`config.mk`:
```
export PLATFORM = sky130hd
export DESIGN_NAME = bar_cfg_encoder
export DESIGN_NICKNAME = d
export VERILOG_FILES = /design/src/rtl/bar_enc_pkg.sv /design/src/rtl/bar_ap_calc.sv /design/src/rtl/bar_type_sel.sv /design/src/rtl/bar_lane_store.sv /design/src/rtl/bar_cfg_encoder.sv
export SDC_FILE = /design/constraint.sdc
export NUM_CORES = 1
export LEC_CHECK = 0
export BUFFER_PORTS_ARGS = -buffer_cell sky130_fd_sc_hd__buf_2
export CORE_ASPECT_RATIO = 0.8
export CORE_MARGIN = 3
export CORE_UTILIZATION = 55
export CTS_CLUSTER_DIAMETER = 200
export DETAILED_ROUTE_END_ITERATION = 7
export PLACE_DENSITY = 0.8
export SYNTH_ARGS = -nofsm -noshare
export SYNTH_HDL_FRONTEND = slang
export SYNTH_SLANG_ARGS = --single-unit
```
`constraint.sdc`:
```
create_clock -name clk -period 17.1 [get_ports clk]
set_input_delay 0.855 -clock clk [delete_from_list [all_inputs] [get_ports clk]]
set_output_delay 0.855 -clock clk [all_outputs]
set_load 0.005 [all_outputs]
```
`src/rtl/bar_enc_pkg.sv`:
```
package bar_enc_pkg;
  parameter int NUM_BAR   = 6;
  parameter int LANE_W    = 8;
  parameter int AP_W      = 5;
  parameter int TYPE_W    = 3;
  parameter int SIZE_W    = 64;
  parameter int MIN_LOG2  = 7;
  parameter int WIDE_LOG2 = 31;
  parameter int WORD_W    = 32;
  localparam int LANES_PER_WORD = WORD_W / LANE_W;
  localparam int NUM_WORD = (NUM_BAR + LANES_PER_WORD - 1) / LANES_PER_WORD;
  localparam int IDX_W    = $clog2(NUM_BAR + 1);
  localparam int LG_W     = $clog2(SIZE_W + 1);
  localparam int MAX_LOG2 = MIN_LOG2 + (1 << AP_W) - 1;

  typedef enum logic [TYPE_W-1:0] {
    BT_OFF   = 3'd0,
    BT_IO32  = 3'd1,
    BT_MEM32 = 3'd4,
    BT_PF32  = 3'd5,
    BT_MEM64 = 3'd6,
    BT_PF64  = 3'd7
  } bar_type_e;
endpackage

```
`src/rtl/bar_ap_calc.sv`:
```
module bar_ap_calc
  import bar_enc_pkg::*;
(
  input  logic [SIZE_W-1:0] size_i,
  output logic [LG_W-1:0]   lg_o,
  output logic [AP_W-1:0]   ap_o,
  output logic              too_big_o
);
  localparam logic [SIZE_W-1:0] FLOOR = SIZE_W'(1) << MIN_LOG2;

  logic [SIZE_W-1:0] m;
  logic [LG_W-1:0]   top;

  always_comb begin
    m = (size_i <= FLOOR) ? (FLOOR - SIZE_W'(1)) : (size_i - SIZE_W'(1));
    top = '0;
    for (int i = 0; i < SIZE_W; i++) begin
      if (m[i]) top = LG_W'(i);
    end
    lg_o      = top + LG_W'(1);
    too_big_o = (int'(lg_o) > MAX_LOG2);
    ap_o      = AP_W'(lg_o - LG_W'(MIN_LOG2));
  end
endmodule

```
`src/rtl/bar_type_sel.sv`:
```
module bar_type_sel
  import bar_enc_pkg::*;
(
  input  logic            is_io_i,
  input  logic            pf_i,
  input  logic [LG_W-1:0] lg_i,
  output bar_type_e       type_o,
  output logic            wide_o
);
  always_comb begin
    wide_o = !is_io_i && (int'(lg_i) > WIDE_LOG2);
    if (is_io_i)     type_o = BT_IO32;
    else if (wide_o) type_o = pf_i ? BT_PF64 : BT_MEM64;
    else             type_o = pf_i ? BT_PF32 : BT_MEM32;
  end
endmodule

```
`src/rtl/bar_lane_store.sv`:
```
module bar_lane_store
  import bar_enc_pkg::*;
(
  input  logic                       clk,
  input  logic                       rst,
  input  logic                       wr_en,
  input  logic [IDX_W-1:0]           wr_idx,
  input  logic [LANE_W-1:0]          wr_lane,
  output logic [NUM_WORD*WORD_W-1:0] packed_o
);
  logic [LANE_W-1:0] lane_q [NUM_BAR];

  for (genvar g = 0; g < NUM_BAR; g++) begin : g_lane
    always_ff @(posedge clk) begin
      if (rst) lane_q[g] <= '0;
      else if (wr_en && (wr_idx == IDX_W'(g))) lane_q[g] <= wr_lane;
    end
  end

  always_comb begin
    packed_o = '0;
    for (int i = 0; i < NUM_BAR; i++) packed_o[i*LANE_W +: LANE_W] = lane_q[i];
  end
endmodule

```
`src/rtl/bar_cfg_encoder.sv`:
```
module bar_cfg_encoder
  import bar_enc_pkg::*;
(
  input  logic        clk,
  input  logic        rst,
  input  logic        req_valid,
  input  logic        req_clear,
  input  logic [2:0]  req_bar,
  input  logic [63:0] req_size,
  input  logic        req_io,
  input  logic        req_pf,
  output logic        rsp_done,
  output logic        rsp_err,
  output logic        xlat_zero,
  output logic [2:0]  xlat_bar,
  output logic [31:0] cfg_word0,
  output logic [31:0] cfg_word1
);
  logic [LG_W-1:0]            lg;
  logic [AP_W-1:0]            ap;
  logic                       too_big;
  bar_type_e                  btype;
  logic                       wide;
  logic                       bad_idx;
  logic                       err_c;
  logic                       wr_en;
  logic [LANE_W-1:0]          new_lane;
  logic [NUM_WORD*WORD_W-1:0] packed_w;

  bar_ap_calc u_ap (
    .size_i   (req_size),
    .lg_o     (lg),
    .ap_o     (ap),
    .too_big_o(too_big)
  );

  bar_type_sel u_type (
    .is_io_i(req_io),
    .pf_i   (req_pf),
    .lg_i   (lg),
    .type_o (btype),
    .wide_o (wide)
  );

  always_comb begin
    bad_idx = (int'(req_bar) >= NUM_BAR);
    if (req_clear) begin
      err_c    = bad_idx;
      new_lane = {BT_OFF, {AP_W{1'b0}}};
    end else begin
      err_c    = bad_idx || too_big || (wide && req_bar[0]);
      new_lane = {btype, ap};
    end
    wr_en = req_valid && !err_c;
  end

  bar_lane_store u_store (
    .clk     (clk),
    .rst     (rst),
    .wr_en   (wr_en),
    .wr_idx  (IDX_W'(req_bar)),
    .wr_lane (new_lane),
    .packed_o(packed_w)
  );

  always_ff @(posedge clk) begin
    if (rst) begin
      rsp_done  <= 1'b0;
      rsp_err   <= 1'b0;
      xlat_zero <= 1'b0;
      xlat_bar  <= '0;
    end else begin
      rsp_done  <= req_valid;
      rsp_err   <= req_valid && err_c;
      xlat_zero <= req_valid && req_clear && !err_c;
      xlat_bar  <= req_bar;
    end
  end

  assign cfg_word0 = packed_w[31:0];
  assign cfg_word1 = packed_w[63:32];

  AST_DONE_AFTER_REQ: assert property (@(posedge clk) disable iff (rst)
    req_valid |=> rsp_done);
  AST_NO_SPURIOUS_DONE: assert property (@(posedge clk) disable iff (rst)
    !req_valid |=> !rsp_done);
  AST_ERR_KEEPS_LANES: assert property (@(posedge clk) disable iff (rst)
    rsp_err |-> ($stable(cfg_word0) && $stable(cfg_word1)));
  AST_XLAT_ONLY_OK_DONE: assert property (@(posedge clk) disable iff (rst)
    xlat_zero |-> (rsp_done && !rsp_err));
  AST_WIDE_NEEDS_BIG: assert property (@(posedge clk) disable iff (rst)
    (wr_en && !req_clear && (btype == BT_MEM64 || btype == BT_PF64))
      |-> (int'(ap) > WIDE_LOG2 - MIN_LOG2));
  AST_BAD_IDX_REJECT: assert property (@(posedge clk) disable iff (rst)
    (req_valid && bad_idx) |=> rsp_err);
endmodule

```
==> flow_summary.ini <==
[die]
dieHeight_um = 100
die_area_sq_um = 12500
coreArea_sq_um = 10600
start_util = 0.580
io_pins = 143
rows = 33
dieWidth_um = 124

[grt]
grt_pass1_vias = 6091
grtUsageTotal = 0.318
grt_start_max_net_pins = 25
grt_overflow = 0
grt_pass1_wl_um = 31500
antenna_found_initial = 0

[yosys]
ys_ff_latch = 54
yosysWarnings = 0
dominantRegCellSynth = edfxtp_1
synthCells = 770
syn_area_sq_um = 6130
yosysUniqueCellTypes = 90
async_flop_share = 0
syn_avg_cell_area_sq_um = 7.96
synth-seq-area-share = 0.255
synth-edff-count = 48

[final_layout]
design_area_sq_um = 6930
utilization = 0.655
multi_input_area_sq_um = 4270
drive_gt1_frac = 0.223
syn_to_final_growth_pct = 13.0
insertedDiodeCount = 0
fin_cells = 1010
fillCellCount = 917
ff_latch_area_sq_um = 1560
nets = 948

[timing]
period_minus_slack_ps = 7750
max_freq_ghz = 0.129
rsz0062_at_grt = no
relSlewSlack = 0.219
timing.final.max_slew_violations = 0
fin_ws_ps = 9350
whs_ps = 796
setup_viol = 0
tns_ps = 0
hold_viol_final = 0
fin_crit_sh = 0.453
tightest_slew_ps = 1160

[worst_setup_path]
worstPathCellList = buf_2, inv_1, ha_1, nor3b_2, nand4_1, nor4b_1, o21ai_0, nand2_1, o21ai_0, a221oi_1, o21ai_0, a2111o_1, a31oi_1, ha_1, o21ai_0, nor3_1, o31ai_1, a21o_1, o211ai_1, a31oi_2, o31ai_1
arrival_ps = 7660
slowest_delay_ps = 1100
required_ps = 17010
worstPathMaxFanout = 22
start_kind = input port
end_kind = flip-flop
crit_top_cell = o21ai_0
path_class = in -> reg
critical_path.slowest_cell = o31ai_1

[routing]
drt_iter0_drc = 823
ant_nets = 0
wirelength_um = 19900
wl_per_cell_um = 19.7
drt_first_pass_iters = 6
via_count = 6841
post_drt_via_cell_ratio = 6.77
drc = 0

[worst_hold_path]
hold_path.class = in -> reg
holdPathStages = 2

[placed_design]
dp_hpwl_um = 15600
place_inst = 1002
port_buffers = 126
dpl_cell_area_sq_um = 6750
pre_cts_slack_ps = 9190
gp_congestion = 0.987

[clocking]
cts_buffer_depth = 2
clock-sinks = 54
clk_pin_slew_worst_paths_ps = 70
postCtsSetupRepairBufs = 0
cts_buffers = 5
cts_tree = done
post_cts_resize_count = 0
cts_htree_levels = 2
cts_root_buf = clkbuf_16
hold_buffers = 0

[run_status]
outcome = completed

[job]
cap_violations = 0

[power_and_ir_drop]
leakage_nw = 2.36
peakVddDrop_mv = 0.0406
power_density_nw_per_um2 = 52.7
power.total_mw = 0.365
-- cell type report --
class	instances	area share
Multi-Input combinational cell	657	0.617
Sequential cell	54	0.225
Timing Repair Buffer	131	0.0965
Tap cell	140	0.0253
Clock buffer	5	0.0181
Inverter	20	0.0108
Clock inverter	3	0.00704
-- cells by family (layout without fill, tap and decap cells) --
family / after synthesis / in the layout / share of synthesized area
other: 1 / 19 / 0.000612
AO/OA/AOI/OAI: 206 / 206 / 0.249
multiplexers: 5 / 5 / 0.00816
XOR/XNOR: 32 / 32 / 0.0457
flip-flops: 54 / 54 / 0.255
buffers and inverters: 77 / 159 / 0.0604
adder cells (fa/ha/maj): 6 / 6 / 0.0122
AND/OR/NAND/NOR: 389 / 389 / 0.370
-- routing by layer --
metal,part of all wire,track usage,routed length (um),vias up
met5,0,0,0,-
li1,-,-,-,3147
met3,0.12,0.0648,2430,60
met2,0.42,0.464,8390,493
met1,0.43,0.473,8540,3141
met4,0.029,0.0960,575,0
-- where the power goes --
part / internal, mW / leakage, nW / total (mW) / switching [mW]
Clock: 0.0701 / 0.0819 / 0.117 / 0.0471
Sequential: 0.152 / 0.511 / 0.154 / 0.00258
Combinational: 0.0337 / 1.76 / 0.0934 / 0.0597
Total: 0.255 / 2.36 / 0.365 / 0.109
-- synth_stat cells, drive strengths merged, types with 20 or more instances --
master / n / share of area
a21oi: 37 / 0.030
a31oi: 20 / 0.022
buf: 33 / 0.033
clkbuf: 24 / 0.015
edfxtp: 48 / 0.24
inv: 20 / 0.012
nand2: 50 / 0.031
nand2b: 20 / 0.020
nor2: 89 / 0.056
nor3: 44 / 0.039
nor4: 39 / 0.052
o21ai: 39 / 0.034
or3: 21 / 0.022
xnor2: 22 / 0.031
-- layout by cell type (no fill, tap or decap), types with 17 or more instances in the layout --
cell type	instances
xnor2_1	22
a31oi_1	18
inv_1	20
nand4_1	17
o21ai_0	30
edfxtp_1	48
nand2_1	49
nand3_1	17
nor3_1	40
a21oi_1	37
nor4_1	30
nor2_1	88
conb_1	19
nand2b_1	20
or3_1	20
buf_2	126
-- worst max-delay path: cells and delay by family --
family                     cells  cell delay, ps
AOI/OAI and AO/OA             12            3850
and+or+nand+nor                5            2100
adders and majority gates      2             610
buffers and inverters          2             250
-- state kept, by name (all words and copies together), names as in the netlist --
register / count
xlat_zero: 1
rsp_done: 1
xlat_bar: 3
u_store.lane_q: 48
rsp_err: 1
-- final timing paths --
check / startpoint / endpoint / slack, ps
worst max-delay path: req_size[0] / u_store.lane_q[0][4]$_SDFFCE_PN0P_ / 9350
worst min-delay path: rst / xlat_bar[2]$_SDFF_PP0_ / 800
Note: power is estimated with default switching activity, not from simulation.
